`config.mk`:
```
export PLATFORM = sky130hd
export DESIGN_NAME = burst_addr_gen
export DESIGN_NICKNAME = d
export VERILOG_FILES = /design/src/rtl/burst_pkg.sv /design/src/rtl/burst_beat_counter.sv /design/src/rtl/burst_base_reg.sv /design/src/rtl/burst_order_map.sv /design/src/rtl/burst_addr_gen.sv
export SDC_FILE = /design/constraint.sdc
export NUM_CORES = 1
export LEC_CHECK = 0
export BUFFER_PORTS_ARGS = -buffer_cell sky130_fd_sc_hd__buf_2
export CAP_MARGIN = 40
export CORE_ASPECT_RATIO = 0.9
export CORE_MARGIN = 2
export CORE_UTILIZATION = 30
export DETAILED_ROUTE_END_ITERATION = 12
export GPL_TIMING_DRIVEN = 0
export SLEW_MARGIN = 5
export SYNTH_ARGS = -nofsm -noshare
export SYNTH_HDL_FRONTEND = slang
export SYNTH_SLANG_ARGS = --single-unit
export TNS_END_PERCENT = 20
```
`constraint.sdc`:
```
create_clock -name clk -period 1.4 [get_ports clk]
set_clock_uncertainty 0.2 [all_clocks]
set_input_delay 0.21 -clock clk [delete_from_list [all_inputs] [get_ports clk]]
set_output_delay 0.21 -clock clk [all_outputs]
set_load 0.01 [all_outputs]
```
`src/rtl/burst_pkg.sv`:
```
package burst_pkg;

    localparam int unsigned BEAT_W = 2;
    localparam int unsigned BEATS  = 1 << BEAT_W;

    typedef enum logic {
        ORDER_LINEAR     = 1'b0,
        ORDER_INTERLEAVE = 1'b1
    } order_e;

    typedef struct packed {
        logic [BEAT_W-1:0] beat;
        logic              last;
    } beat_state_t;

endpackage

```
`src/rtl/burst_beat_counter.sv`:
```
module burst_beat_counter
    import burst_pkg::*;
(
    input  logic              clk,
    input  logic              rst,
    input  logic              load,
    input  logic              step,
    output logic [BEAT_W-1:0] beat,
    output logic              last
);

    localparam logic [BEAT_W-1:0] FINAL_BEAT = BEAT_W'(BEATS - 1);

    beat_state_t st_d, st_q;

    always_comb begin
        st_d = st_q;
        if (load) begin
            st_d.beat = '0;
        end else if (step) begin
            st_d.beat = st_q.beat + 1'b1;
        end
        st_d.last = (st_d.beat == FINAL_BEAT);
    end

    always_ff @(posedge clk) begin
        if (rst) begin
            st_q <= '0;
        end else begin
            st_q <= st_d;
        end
    end

    assign beat = st_q.beat;
    assign last = st_q.last;

    p_load_restart_r2: assert property (@(posedge clk) disable iff (rst)
        load |=> (beat == '0) && !last);

    p_step_wrap_r7: assert property (@(posedge clk) disable iff (rst)
        (!load && step) |=> (beat == BEAT_W'($past(beat) + 1'b1)));

    p_hold_r6: assert property (@(posedge clk) disable iff (rst)
        (!load && !step) |=> ($stable(beat) && $stable(last)));

endmodule

```
`src/rtl/burst_base_reg.sv`:
```
module burst_base_reg
    import burst_pkg::*;
#(
    parameter int unsigned ADDR_W = 15
) (
    input  logic                     clk,
    input  logic                     rst,
    input  logic                     load,
    input  logic [ADDR_W-1:0]        addr_in,
    output logic [ADDR_W-BEAT_W-1:0] upper,
    output logic [BEAT_W-1:0]        start
);

    localparam int unsigned UP_W = ADDR_W - BEAT_W;

    typedef struct packed {
        logic [UP_W-1:0]   upper;
        logic [BEAT_W-1:0] start;
    } base_t;

    base_t base_d, base_q;

    always_comb begin
        base_d = base_q;
        if (load) begin
            base_d.upper = addr_in[ADDR_W-1:BEAT_W];
            base_d.start = addr_in[BEAT_W-1:0];
        end
    end

    always_ff @(posedge clk) begin
        if (rst) begin
            base_q <= '0;
        end else begin
            base_q <= base_d;
        end
    end

    assign upper = base_q.upper;
    assign start = base_q.start;

    p_upper_only_on_load_r10: assert property (@(posedge clk) disable iff (rst)
        !load |=> ($stable(upper) && $stable(start)));

endmodule

```
`src/rtl/burst_order_map.sv`:
```
module burst_order_map
    import burst_pkg::*;
(
    input  order_e            order,
    input  logic [BEAT_W-1:0] start,
    input  logic [BEAT_W-1:0] beat,
    output logic [BEAT_W-1:0] offset
);

    logic [BEAT_W-1:0] lin_off;
    logic [BEAT_W-1:0] xor_off;

    assign lin_off = start + beat;

    for (genvar b = 0; b < BEAT_W; b++) begin : g_xor_bit
        assign xor_off[b] = start[b] ^ beat[b];
    end

    always_comb begin
        case (order)
            ORDER_INTERLEAVE: offset = xor_off;
            default:          offset = lin_off;
        endcase
    end

    always_comb begin
        if (beat == '0) begin
            p_first_beat_is_start_r4: assert (offset == start);
        end
    end

endmodule

```
`src/rtl/burst_addr_gen.sv`:
```
module burst_addr_gen
    import burst_pkg::*;
#(
    parameter int unsigned ADDR_W = 15
) (
    input  logic              clk,
    input  logic              rst,
    input  logic              strobe_cpu,
    input  logic              strobe_ctl,
    input  logic              advance,
    input  logic              order_sel,
    input  logic [ADDR_W-1:0] addr_in,
    output logic [ADDR_W-1:0] word_addr,
    output logic              last_beat
);

    localparam int unsigned UP_W = ADDR_W - BEAT_W;

    logic              load;
    logic [UP_W-1:0]   upper;
    logic [BEAT_W-1:0] start;
    logic [BEAT_W-1:0] beat;
    logic [BEAT_W-1:0] offset;
    order_e            order;

    assign load  = strobe_cpu | strobe_ctl;
    assign order = order_e'(order_sel);

    burst_base_reg #(.ADDR_W(ADDR_W)) u_base (
        .clk     (clk),
        .rst     (rst),
        .load    (load),
        .addr_in (addr_in),
        .upper   (upper),
        .start   (start)
    );

    burst_beat_counter u_count (
        .clk  (clk),
        .rst  (rst),
        .load (load),
        .step (advance),
        .beat (beat),
        .last (last_beat)
    );

    burst_order_map u_map (
        .order  (order),
        .start  (start),
        .beat   (beat),
        .offset (offset)
    );

    assign word_addr = {upper, offset};

    p_load_addr_r2: assert property (@(posedge clk) disable iff (rst)
        load |=> (word_addr == $past(addr_in)));

    p_strobe_priority_r3: assert property (@(posedge clk) disable iff (rst)
        (load && advance) |=> !last_beat);

    p_last_needs_step_r8: assert property (@(posedge clk) disable iff (rst)
        $rose(last_beat) |-> $past(advance));

endmodule

```
# --- Word level (Yosys, flattened, before mapping) ---
# Cells that the tools add are included.
op_classes:
  bitwise: 3
  muxes: 3
  eq_ne: 1
  n_addsub: 2
ops:
  columns: ["operator", "count"]
  rows:
  - ["$mux 2", 3]
  - ["$add 2x1->2 const B", 1]
  - ["$add 2x2->2", 1]
  - ["$eq 2x2->1 const B", 1]
  - ["$xor 1x1->1", 2]
  - ["$or 1x1->1", 1]
totals:
  word_cells: 13
  regBits: 18

# --- Depth between registers and ports, before layout ---
# Gate-level depths: netlist (run 1).
depth:
  word_depth: 4
  depth_mapped: 3
  depth_no_buf: 3

# --- Hierarchy ---
# Synthesis (run 1) repeated with hierarchy kept, for this count alone.
unflattened:
  hier_cells: 62
  area_unflattened_um2: 698.2
modules_own_cells:
  columns: ["module", "instances", "area_each_um2", "seq_area_each_um2", "cells_each"]
  rows:
  - ["burst_base_reg", 1, 541.8, 300.3, 48]
  - ["burst_beat_counter", 1, 113.9, 60.1, 9]
  - ["burst_order_map", 1, 36.3, 0.0, 4]
  - ["burst_addr_gen", 1, 6.3, 0.0, 1]

# --- Worst setup path before layout (run 1) ---
# No wires, ideal clock.
synth_timing:
  path_type: "flip-flop to output port"
  startpoint: "reg u_count.st_q (netlist bit u_count.beat[0])"
  endpoint: "out word_addr[1]"
  slack_ns: 0.147
  arrival_time_ns: 0.843
  required_time_ns: 0.990
  path_stages_with_launch: 4
  cell_sequence: "dfxtp_1 > ha_1 > nor2b_1 > xnor2_1"
synth_via:
  elab_chain_cells: 2
synth_rtl:
  columns: ["element", "line", "source"]
  rows:
  - ["start, declared", "burst_beat_counter.sv:14", "beat_state_t st_d, st_q;"]
  - ["start signal, assigned", "burst_beat_counter.sv:30", "st_q <= st_d;"]
  - ["$add 2x2->2", "burst_order_map.sv:13", "assign lin_off = start + beat;"]
  - ["$mux 2", "burst_order_map.sv:20", "case (order)"]
  - ["end, declared", "burst_addr_gen.sv:13", "output logic [ADDR_W-1:0] word_addr,"]
# No other way between the ends.

# --- Worst setup path in the final report (run 1) ---
# Ends and elaborated chain as after synthesis.

==> results of run 1 <==
kinds of logic after synthesis:
group	count (synthesis)	synth area share (%)
flip-flops	18	45.8
buffers and inverters	8	6.20
adder cells (fa/ha/maj)	1	1.59
AO/OA/AOI/OAI	32	22.3
AND/OR/NAND/NOR	20	20.8
XOR/XNOR	3	3.34
layer usage:
layer	GRT usage, %	vias to the layer above	part of all wire [%]
met1	18.1	379	47
li1	-	407	-
met5	0	-	0
met2	25.9	22	48
met4	3.49	0	0
met3	3.70	0	5.1
path summary, 6_finish.rpt:
path | end | cells past startpoint | slack, ns
worst max-delay path | word_addr[1] | 4 | -0.16
worst min-delay path | u_base.upper[2] | 2 | 0.01
worst max register to register | u_count.beat[1] | 3 | 0.18
worst min register to register | u_count.last | 2 | 0.32
layout make-up:
type,instances,area (um^2)
multi-input cells,56,398
fillers,237,1250
repair buffers,51,339
plain buffers,8,48.8
flip-flops and latches,18,363
clock buffers,4,36.3
well taps,28,35.0
state kept, by name, indices dropped and copies added (netlist names):
register and flops:
u_base.start 2, u_base.upper 13, u_count.last 1, u_count.beat 2
placed cells by master (no fill, tap or decap):
cell type | synthesis | final
sky130_fd_sc_hd__dfxtp_2 | 0 | 2
sky130_fd_sc_hd__nand3b_1 | 1 | 1
sky130_fd_sc_hd__clkbuf_8 | 0 | 1
sky130_fd_sc_hd__buf_4 | 0 | 1
sky130_fd_sc_hd__clkbuf_2 | 1 | 1
sky130_fd_sc_hd__o21ai_0 | 15 | 15
sky130_fd_sc_hd__or3b_2 | 3 | 3
sky130_fd_sc_hd__buf_6 | 2 | 3
sky130_fd_sc_hd__nor2b_4 | 0 | 1
sky130_fd_sc_hd__or3b_1 | 12 | 12
sky130_fd_sc_hd__nand2b_1 | 1 | 1
sky130_fd_sc_hd__ha_4 | 0 | 1
sky130_fd_sc_hd__nor4_1 | 2 | 2
sky130_fd_sc_hd__clkbuf_1 | 2 | 2
sky130_fd_sc_hd__a21oi_1 | 15 | 15
sky130_fd_sc_hd__buf_1 | 1 | 1
sky130_fd_sc_hd__dlygate4sd3_1 | 0 | 15
sky130_fd_sc_hd__dfxtp_1 | 18 | 16
sky130_fd_sc_hd__clkbuf_4 | 0 | 3
sky130_fd_sc_hd__xnor2_1 | 3 | 3
sky130_fd_sc_hd__a2111oi_2 | 1 | 1
sky130_fd_sc_hd__a21bo_1 | 1 | 1
sky130_fd_sc_hd__buf_2 | 2 | 36
power by group:
part	internal [mW]	total [mW]	switching, mW
Sequential	0.540	0.554	0.0140
Clock	0.158	0.310	0.152
Combinational	0.109	0.200	0.0916
Total	0.807	1.07	0.258
worst max-delay path, stage by stage (launching register included):
cell and delay [ns]:
sky130_fd_sc_hd__dfxtp_2 0.35, sky130_fd_sc_hd__ha_4 0.15, sky130_fd_sc_hd__nor2b_4 0.11, sky130_fd_sc_hd__xnor2_1 0.11, sky130_fd_sc_hd__buf_2 0.14
through the flow:
stage	setup WS, ns	hold WS, ns	area (um^2)
2_1_floorplan	0.147	0.171	787
3_3_place_gp	0.0583	0.273	997
3_5_place_dp	0.0305	0.279	997
4_1_cts	-0.193	0.00553	1220
5_1_grt	-0.224	0.0110	1220
6_report	-0.159	0.0135	1220
repair_timing:
action	in CTS	in global routing
hold endpoints to repair	15	0
buffers inserted	1	0
setup endpoints to repair	2	2
gates cloned	0	0
resized for setup	7	0
hold buffers	15	0
pin swaps	1	1
==> out/qor.log, run 1 <==
qor: status.outcome complete, but fails checks
qor: status.violated_checks negative setup slack
qor: sta.least_margin_pin_slew 0.460 ns
qor: synthesis.syn_nets 104
qor: clock_tree.cts_htree_levels 1
qor: detailed_routing.route.detailed.wl_per_inst 12.5 um
qor: clock_tree.cts_sinks 18
qor: cells_and_area.layout.nets 160
qor: global_routing.globalRouteOverflowTotal 0
qor: detailed_routing.routed_wirelength 2.07 mm
qor: die.floorplan.rows 17
qor: placement.portBuffers 35
qor: sta.final_period_minus_worst_setup_slack 1.56 ns
qor: placement.placed_cells_incl_taps 145
qor: clock_tree.path_clk_slew 0.10 ns
qor: sta.finalSetupTns -0.159 ns
qor: placement.gp_congestion 0.673
qor: die.std_cell_core_area 2470 um^2
qor: synthesis.yosys_cell_types 18
qor: global_routing.grt_pass1_wl 3.51 mm
qor: clock_tree.cts_buffer_count 3
qor: setup_path.reg2reg_from u_count.beat[0]
qor: setup_path.startpoint u_count.beat[0]
qor: sta.final.period_utilization 111%
qor: sta.max_slew_margin 69.3%
qor: global_routing.vias_in_the_first_global_route 822
qor: synthesis.ys_warn_count 0
qor: power_and_ir_drop.power.ir.vdd_worst 0.589 mV
qor: cells_and_area.final_design_utilization 49.4%
qor: setup_path.timing_worst_setup_path_type reg -> out
qor: clock_tree.clock_tree_from_tritoncts built
qor: clock_tree.clock-root-buffer sky130_fd_sc_hd__clkbuf_4
qor: die.die-width 58.0 um
qor: sta.hold_viol 0
qor: synthesis.synth_top_flop_cell sky130_fd_sc_hd__dfxtp_1
qor: synthesis.synth_top_area_cell sky130_fd_sc_hd__dfxtp_1
qor: synthesis.post-synth-top-count-cell sky130_fd_sc_hd__dfxtp_1
qor: synthesis.synth_top_area_share 45.8%
qor: power_and_ir_drop.power_leakage 0.506 nW
qor: die.design.portCount 37
qor: power_and_ir_drop.pnr_total_power 1.07 mW
qor: sta.rsz0062_at_grt true
qor: synthesis.synth_seq_cells 18
qor: cells_and_area.final_layout_size_suffix_gt1_share 38.7%
qor: synthesis.synth.top_cells.by_area sky130_fd_sc_hd__dfxtp_1, sky130_fd_sc_hd__or3b_1, sky130_fd_sc_hd__a21oi_1
qor: cells_and_area.fin_cells 165
qor: detailed_routing.drt.antenna.violating_nets 0
qor: placement.dpl.hpwl 1.41 mm
qor: detailed_routing.vias 808
qor: synthesis.netlist_top_cells_count sky130_fd_sc_hd__dfxtp_1, sky130_fd_sc_hd__a21oi_1, sky130_fd_sc_hd__o21ai_0
qor: setup_path.worstSetupEndpointType output pin
qor: global_routing.track_usage 14.8%
qor: power_and_ir_drop.powerDensity 873 nW/um^2
qor: die.die_height 52.6 um
qor: setup_path.crit_path_start_kind flip-flop
qor: cells_and_area.synthToLayoutAreaGrowth 55.0%
qor: hold_path.hold_path.startpoint rst
qor: synthesis.count_of_flip_flops_with_a_built_in_enable_after_synthesis 0
qor: cells_and_area.insertedDiodeCount 0
qor: clock_tree.clockBufferDepth 2
qor: detailed_routing.remaining_drc_errors 0
qor: detailed_routing.first_pass_iters 4
qor: sta.setup_ws_final -0.159 ns
qor: synthesis.synth.cell_area 787 um^2
qor: synthesis.synth-seq-area-share 45.8%
qor: global_routing.largest_net_degree_at_the_start_of_global_routing 11
qor: setup_path.timing.critical_path.arrival 1.15 ns
qor: synthesis.syn-mean-instance-area 9.60 um^2
qor: die.initial_core_util 31.9%
qor: setup_path.max_fo_critical_path 2
qor: setup_path.timing.critical_path.required 0.99 ns
qor: hold_path.hp-class in -> reg
qor: sta.setup_violations 1
qor: sta.slew_viol_final 0
qor: detailed_routing.vias_per_cell 4.90
qor: sta.max_freq 642 MHz
qor: synthesis.synth-async-reset-ratio 0%
qor: synthesis.postSynthCellCount 82
qor: job.max_cap_violations 0
qor: die.die_area 3050 um^2
qor: global_routing.antenna_found_initial 0
qor: detailed_routing.drtIter0Drc 5
qor: clock_tree.worst_skew_pair.late_latency 0.28 ns
No activity file was read; power rests on OpenSTA's default activity.
==> run 2, diff against run 1 <==
--- a/config.mk
+++ b/config.mk
@@ -18,2 +18,2 @@
 export SYNTH_SLANG_ARGS = --single-unit
-export TNS_END_PERCENT = 20
+export TNS_END_PERCENT = 50
==> constraint.sdc (replaced) <==
create_clock -name clk -period 1.4 [get_ports clk]
set_clock_uncertainty 0.2 [all_clocks]
set_input_delay 0.28 -clock clk [delete_from_list [all_inputs] [get_ports clk]]
set_output_delay 0.28 -clock clk [all_outputs]
set_load 0.01 [all_outputs]
==> run 2 against run 1 <==
Against the previous run:
- the flow still finishes with violations (negative setup slack)
- critical path depth stayed put
- worst hold slack better by 0.028 ns
- flip-flop and latch count stayed put
==> out/qor.log, run 2 (same netlist as run 1, synthesis figures left out) <==
qor: setup_path.timing.critical_path.required 0.92 ns
qor: detailed_routing.drtIter0Drc 10
qor: setup_path.worstSetupEndpointType output pin
qor: clock_tree.cts_sinks 18
qor: cells_and_area.multiInputGateArea 398 um^2
qor: global_routing.antenna_found_initial 0
qor: power_and_ir_drop.power_leakage 0.443 nW
qor: cells_and_area.regArea 363 um^2
qor: clock_tree.clock_tree_from_tritoncts built
qor: sta.least_margin_pin_slew 0.458 ns
qor: cells_and_area.flip_flop_count_of_the_largest_register_after_layout 13
qor: cells_and_area.most_used_cells_in_the_layout_excluding_fill_and_tap_cells sky130_fd_sc_hd__buf_2, sky130_fd_sc_hd__dfxtp_1, sky130_fd_sc_hd__o21ai_0, sky130_fd_sc_hd__a21oi_1, sky130_fd_sc_hd__or3b_1
qor: die.design.portCount 37
qor: hold_path.hp-class in -> reg
qor: clock_tree.worst_skew_pair.late_latency 0.28 ns
qor: clock_tree.cts_htree_levels 1
qor: cells_and_area.final_layout_size_suffix_gt1_share 43.4%
qor: die.floorplan.rows 17
qor: sta.finalSetupTns -0.293 ns
qor: global_routing.track_usage 14.0%
qor: clock_tree.path_clk_slew 0.10 ns
qor: cells_and_area.synthToLayoutAreaGrowth 35.9%
qor: sta.max_freq 615 MHz
qor: detailed_routing.remaining_drc_errors 0
qor: setup_path.timing.critical_path.arrival 1.15 ns
qor: setup_path.crit_path_start_kind flip-flop
qor: sta.rsz0062_at_grt true
qor: sta.final.period_utilization 116%
qor: die.std_cell_core_area 2470 um^2
qor: global_routing.globalRouteOverflowTotal 0
qor: sta.setup_violations 2
qor: clock_tree.clockBufferDepth 2
qor: cells_and_area.leading_cell_type_in_the_layout_fill_and_taps_excluded sky130_fd_sc_hd__buf_2
qor: job.max_cap_violations 0
qor: power_and_ir_drop.powerDensity 967 nW/um^2
qor: status.violated_checks negative setup slack
qor: placement.place_ws -0.0395 ns
qor: placement.gp_congestion 0.673
qor: detailed_routing.drt.antenna.violating_nets 0
qor: global_routing.largest_net_degree_at_the_start_of_global_routing 11
qor: power_and_ir_drop.power.ir.vdd_worst 0.592 mV
qor: status.outcome complete, but fails checks
qor: die.initial_core_util 31.9%
qor: detailed_routing.routed_wirelength 1.99 mm
qor: clock_tree.cts_buffer_count 3
qor: die.die_height 52.6 um
qor: global_routing.vias_in_the_first_global_route 739
qor: cells_and_area.final_design_utilization 43.4%
qor: sta.setup_ws_final -0.227 ns
qor: setup_path.max_fo_critical_path 2
qor: cells_and_area.nFillCells 249
qor: cells_and_area.insertedDiodeCount 0
qor: detailed_routing.vias_per_cell 4.94
qor: placement.portBuffers 35
qor: clock_tree.clock-root-buffer sky130_fd_sc_hd__clkbuf_4
qor: placement.dpl.hpwl 1.41 mm
qor: global_routing.grt_pass1_wl 3.28 mm
qor: detailed_routing.route.detailed.wl_per_inst 13.3 um
qor: sta.slew_viol_final 0
qor: sta.hold_viol 0
qor: die.die_area 3050 um^2
qor: detailed_routing.vias 741
qor: cells_and_area.layout.nets 145
qor: setup_path.timing_worst_setup_path_type reg -> out
qor: detailed_routing.first_pass_iters 3
qor: sta.final_period_minus_worst_setup_slack 1.63 ns
qor: sta.max_slew_margin 69.4%
qor: die.die-width 58.0 um
==> run 2: through the flow <==
step	instance area (um^2)	power, mW	hold slack [ns]	instances
after floorplan	787	0.650	0.241	82
after CTS	1070	1.05	0.0275	150
final	1070	1.03	0.0413	150
after detailed placement	997	0.725	0.314	145
after global routing	1070	1.09	0.0344	150
after global placement	997	0.721	0.282	145
==> run 2: worst paths after layout <==
| path | from | end | slack, ns | cells after the start |
|---|---|---|---|---|
| max | u_count.beat[0] | word_addr[1] | -0.23 | 4 |
| min | addr_in[0] | u_base.start[0] | 0.04 | 3 |
| max reg2reg | u_count.beat[0] | u_count.beat[1] | 0.18 | 3 |
| min reg2reg | u_count.beat[1] | u_count.last | 0.32 | 2 |
==> run 2: routing by layer <==
layer | vias to the layer above | wire (um) | track usage, %
li1 | 377 | - | -
met1 | 344 | 975 | 18.1
met2 | 20 | 899 | 22.9
met3 | 0 | 119 | 3.95
met4 | 0 | 0 | 3.49
met5 | - | 0 | 0
==> run 2: final cells by class <==
| class | instances | area share, % |
|---|---|---|
| plain buffers | 8 | 4.56 |
| clock buffers | 4 | 3.39 |
| multi-input cells | 56 | 37.2 |
| flip-flops and latches | 18 | 33.9 |
| well taps | 28 | 3.27 |
| repair buffers | 36 | 17.7 |
==> run 2: repair_timing <==
action | CTS | global route
buffers inserted | 1 | 0
endpoints found under the setup margin | 2 | 2
pin swaps | 1 | 1
hold buffers | 0 | 0
gates resized for setup | 7 | 0
==> run 2: worst max-delay path, cell delays in order, from the launching register on <==
cell	delay (ns)
sky130_fd_sc_hd__dfxtp_2	0.35
sky130_fd_sc_hd__ha_4	0.14
sky130_fd_sc_hd__nor2b_4	0.11
sky130_fd_sc_hd__xnor2_1	0.11
sky130_fd_sc_hd__buf_2	0.14
==> run 2: power breakdown <==
group / total, mW / leakage (nW) / switching, mW / internal (mW)
Combinational: 0.169 / 0.273 / 0.0869 / 0.0818
Clock: 0.312 / 0.0210 / 0.153 / 0.158
Sequential: 0.554 / 0.149 / 0.0141 / 0.540
==> run 3, diff against run 2 <==
- CORE_ASPECT_RATIO: 0.9 -> 0.6
==> run 3 against run 2 <==
Against the previous run:
- the run still ends with negative setup slack left
- first-iteration DRC count increased to 3.1 times the previous value
- critical path type unchanged
- utilization decreased by 0.25 points
- flip-flop and latch count unchanged
- die area increased by 0.42%
- worst hold slack improved by 0.044 ns
- power increased by 4.9%
- combinational power about the same
- wire length increased by 0.55%
- via count increased by 1.5%
- largest cell class unchanged
- non-clock buffer count unchanged
- sequential share of layout area decreased by 0.31 points
- register-to-register slack about the same
==> out/qor.log, run 3 (same netlist as run 1, synthesis figures left out) <==
qor: die.die_height 43.7 um
qor: setup_path.startpoint u_count.beat[0]
qor: clock_tree.cts_buffer_count 3
qor: detailed_routing.route.detailed.wl_per_inst 13.1 um
qor: power_and_ir_drop.power.ir.vdd_worst 0.437 mV
qor: global_routing.track_usage 13.7%
qor: cells_and_area.layout.nets 145
qor: placement.placed_cells_incl_taps 149
qor: sta.finalSetupTns -0.203 ns
qor: setup_path.critical_path.endpoint word_addr[1]
qor: placement.gp_congestion 0.721
qor: sta.final_period_minus_worst_setup_slack 1.58 ns
qor: die.die_area 3060 um^2
qor: cells_and_area.final_design_utilization 43.1%
qor: clock_tree.path_clk_slew 0.07 ns
qor: clock_tree.cts_htree_levels 1
qor: global_routing.largest_net_degree_at_the_start_of_global_routing 11
qor: setup_path.ff2ff_setup_slack 0.18 ns
qor: placement.dpl.hpwl 1.44 mm
qor: power_and_ir_drop.pnr_total_power 1.09 mW
qor: setup_path.max_fo_critical_path 2
qor: cells_and_area.synthToLayoutAreaGrowth 37.2%
qor: clock_tree.cts_sinks 18
qor: clock_tree.holdBufCountCts 0
qor: sta.rsz0062_at_grt true
qor: sta.slew_viol_final 0
qor: job.max_cap_violations 0
qor: die.design.portCount 37
qor: setup_path.timing.critical_path.required 0.92 ns
qor: cells_and_area.leading_cell_type_in_the_layout_fill_and_taps_excluded sky130_fd_sc_hd__buf_2
qor: detailed_routing.remaining_drc_errors 0
qor: sta.whs 0.0853 ns
qor: detailed_routing.drt.antenna.violating_nets 0
qor: die.floorplan.rows 14
qor: die.std_cell_core_area 2500 um^2
qor: setup_path.timing.critical_path.arrival 1.10 ns
qor: cells_and_area.most_used_cells_in_the_layout_excluding_fill_and_tap_cells sky130_fd_sc_hd__buf_2, sky130_fd_sc_hd__dfxtp_1, sky130_fd_sc_hd__o21ai_0, sky130_fd_sc_hd__a21oi_1, sky130_fd_sc_hd__or3b_1
qor: clock_tree.worst_skew_pair.late_latency 0.25 ns
qor: global_routing.antenna_found_initial 0
qor: clock_tree.clock-root-buffer sky130_fd_sc_hd__clkbuf_8
qor: cells_and_area.final_layout_size_suffix_gt1_share 43.0%
qor: setup_path.worstSetupEndpointType output pin
qor: detailed_routing.first_pass_iters 2
qor: sta.setup_ws_final -0.183 ns
qor: sta.least_margin_pin_slew 0.459 ns
qor: setup_path.reg2reg_from u_count.beat[0]
qor: power_and_ir_drop.power_leakage 0.444 nW
qor: sta.hold_viol 0
qor: global_routing.globalRouteOverflowTotal 0
qor: status.outcome complete, but fails checks
qor: detailed_routing.routed_wirelength 2.01 mm
qor: setup_path.crit_path_start_kind flip-flop
qor: global_routing.grt_pass1_wl 3.30 mm
qor: status.violated_checks negative setup slack
qor: sta.max_slew_margin 69.4%
qor: setup_path.r2r_cells 3
qor: cells_and_area.multiInputGateArea 398 um^2
qor: die.initial_core_util 31.4%
qor: sta.max_freq 632 MHz
qor: power_and_ir_drop.powerDensity 1000 nW/um^2
qor: cells_and_area.regArea 363 um^2
qor: cells_and_area.flip_flop_count_of_the_largest_register_after_layout 13
qor: hold_path.hp-class in -> reg
qor: setup_path.timing_worst_setup_path_type reg -> out
qor: placement.portBuffers 35
qor: detailed_routing.drtIter0Drc 31
qor: cells_and_area.nFillCells 257
qor: sta.final.period_utilization 113%
qor: cells_and_area.insertedDiodeCount 0
qor: sta.setup_violations 2
qor: clock_tree.clock_tree_from_tritoncts built
qor: detailed_routing.vias_per_cell 4.92
qor: clock_tree.clockBufferDepth 2
qor: global_routing.vias_in_the_first_global_route 710
qor: setup_path.regToRegEndpoint u_count.beat[1]
qor: detailed_routing.vias 752
qor: die.die-width 70.1 um
qor: cells_and_area.fin_cells 153
[run 3: cell types whose count changed in the layout (fill, tap and decap cells not counted), sizes merged]
| cell | previous run | this run |
|---|---|---|
| clkbuf | 7 | 6 |
[run 3: layout make-up]
type	instances	share of cell area, %
buffer	8	4.52
clock buffer	3	3.82
multi-input combinational	56	36.8
timing repair buffer	36	17.5
tap	32	3.71
sequential	18	33.6
[run 3: report_power, final]
part           total, mW  switching (mW)  internal [mW]
clock network      0.362           0.171          0.191
registers          0.554          0.0134          0.540
logic              0.169          0.0872         0.0819
total               1.09           0.271          0.814
[run 3: per-stage QoR]
stage               worst slack (ns)  instance area [um^2]
finish                        -0.183                  1080
detailed placement           -0.0547                  1000
floorplan                     0.0772                   787
global placement             -0.0229                  1000
CTS                           -0.211                  1080
global route                  -0.242                  1080
[run 3: worst min path at each step]
stage / from / end / slack (ns) / cells past startpoint
after floorplan: addr_in[4] / u_base.upper[2] / 0.24 / 2
after global placement: u_count.beat[1] / u_count.last / 0.28 / 2
after detailed placement: u_count.beat[1] / u_count.last / 0.29 / 2
after CTS: addr_in[9] / u_base.upper[7] / 0.08 / 3
after global routing: addr_in[2] / u_base.upper[0] / 0.09 / 3
final: addr_in[0] / u_base.start[0] / 0.09 / 3
[run 3: timing repair]
item | 4_1_cts | 5_1_grt
gates resized for setup | 7 | 0
buffers inserted | 1 | 0
cloned | 0 | 0
setup endpoints to repair | 2 | 2
pin swaps | 1 | 1
[run 3: critical path, stage by stage, from the launching register on]
cell and delay, ns:
sky130_fd_sc_hd__dfxtp_2 0.34, sky130_fd_sc_hd__ha_4 0.14, sky130_fd_sc_hd__nor2b_4 0.11, sky130_fd_sc_hd__xnor2_1 0.11, sky130_fd_sc_hd__buf_2 0.14
[run 3: metal layers]
layer,global-route usage [%],wire [um]
met2,20.6,854
met5,0,0
met4,1.15,0
met1,18.8,987
met3,6.74,163
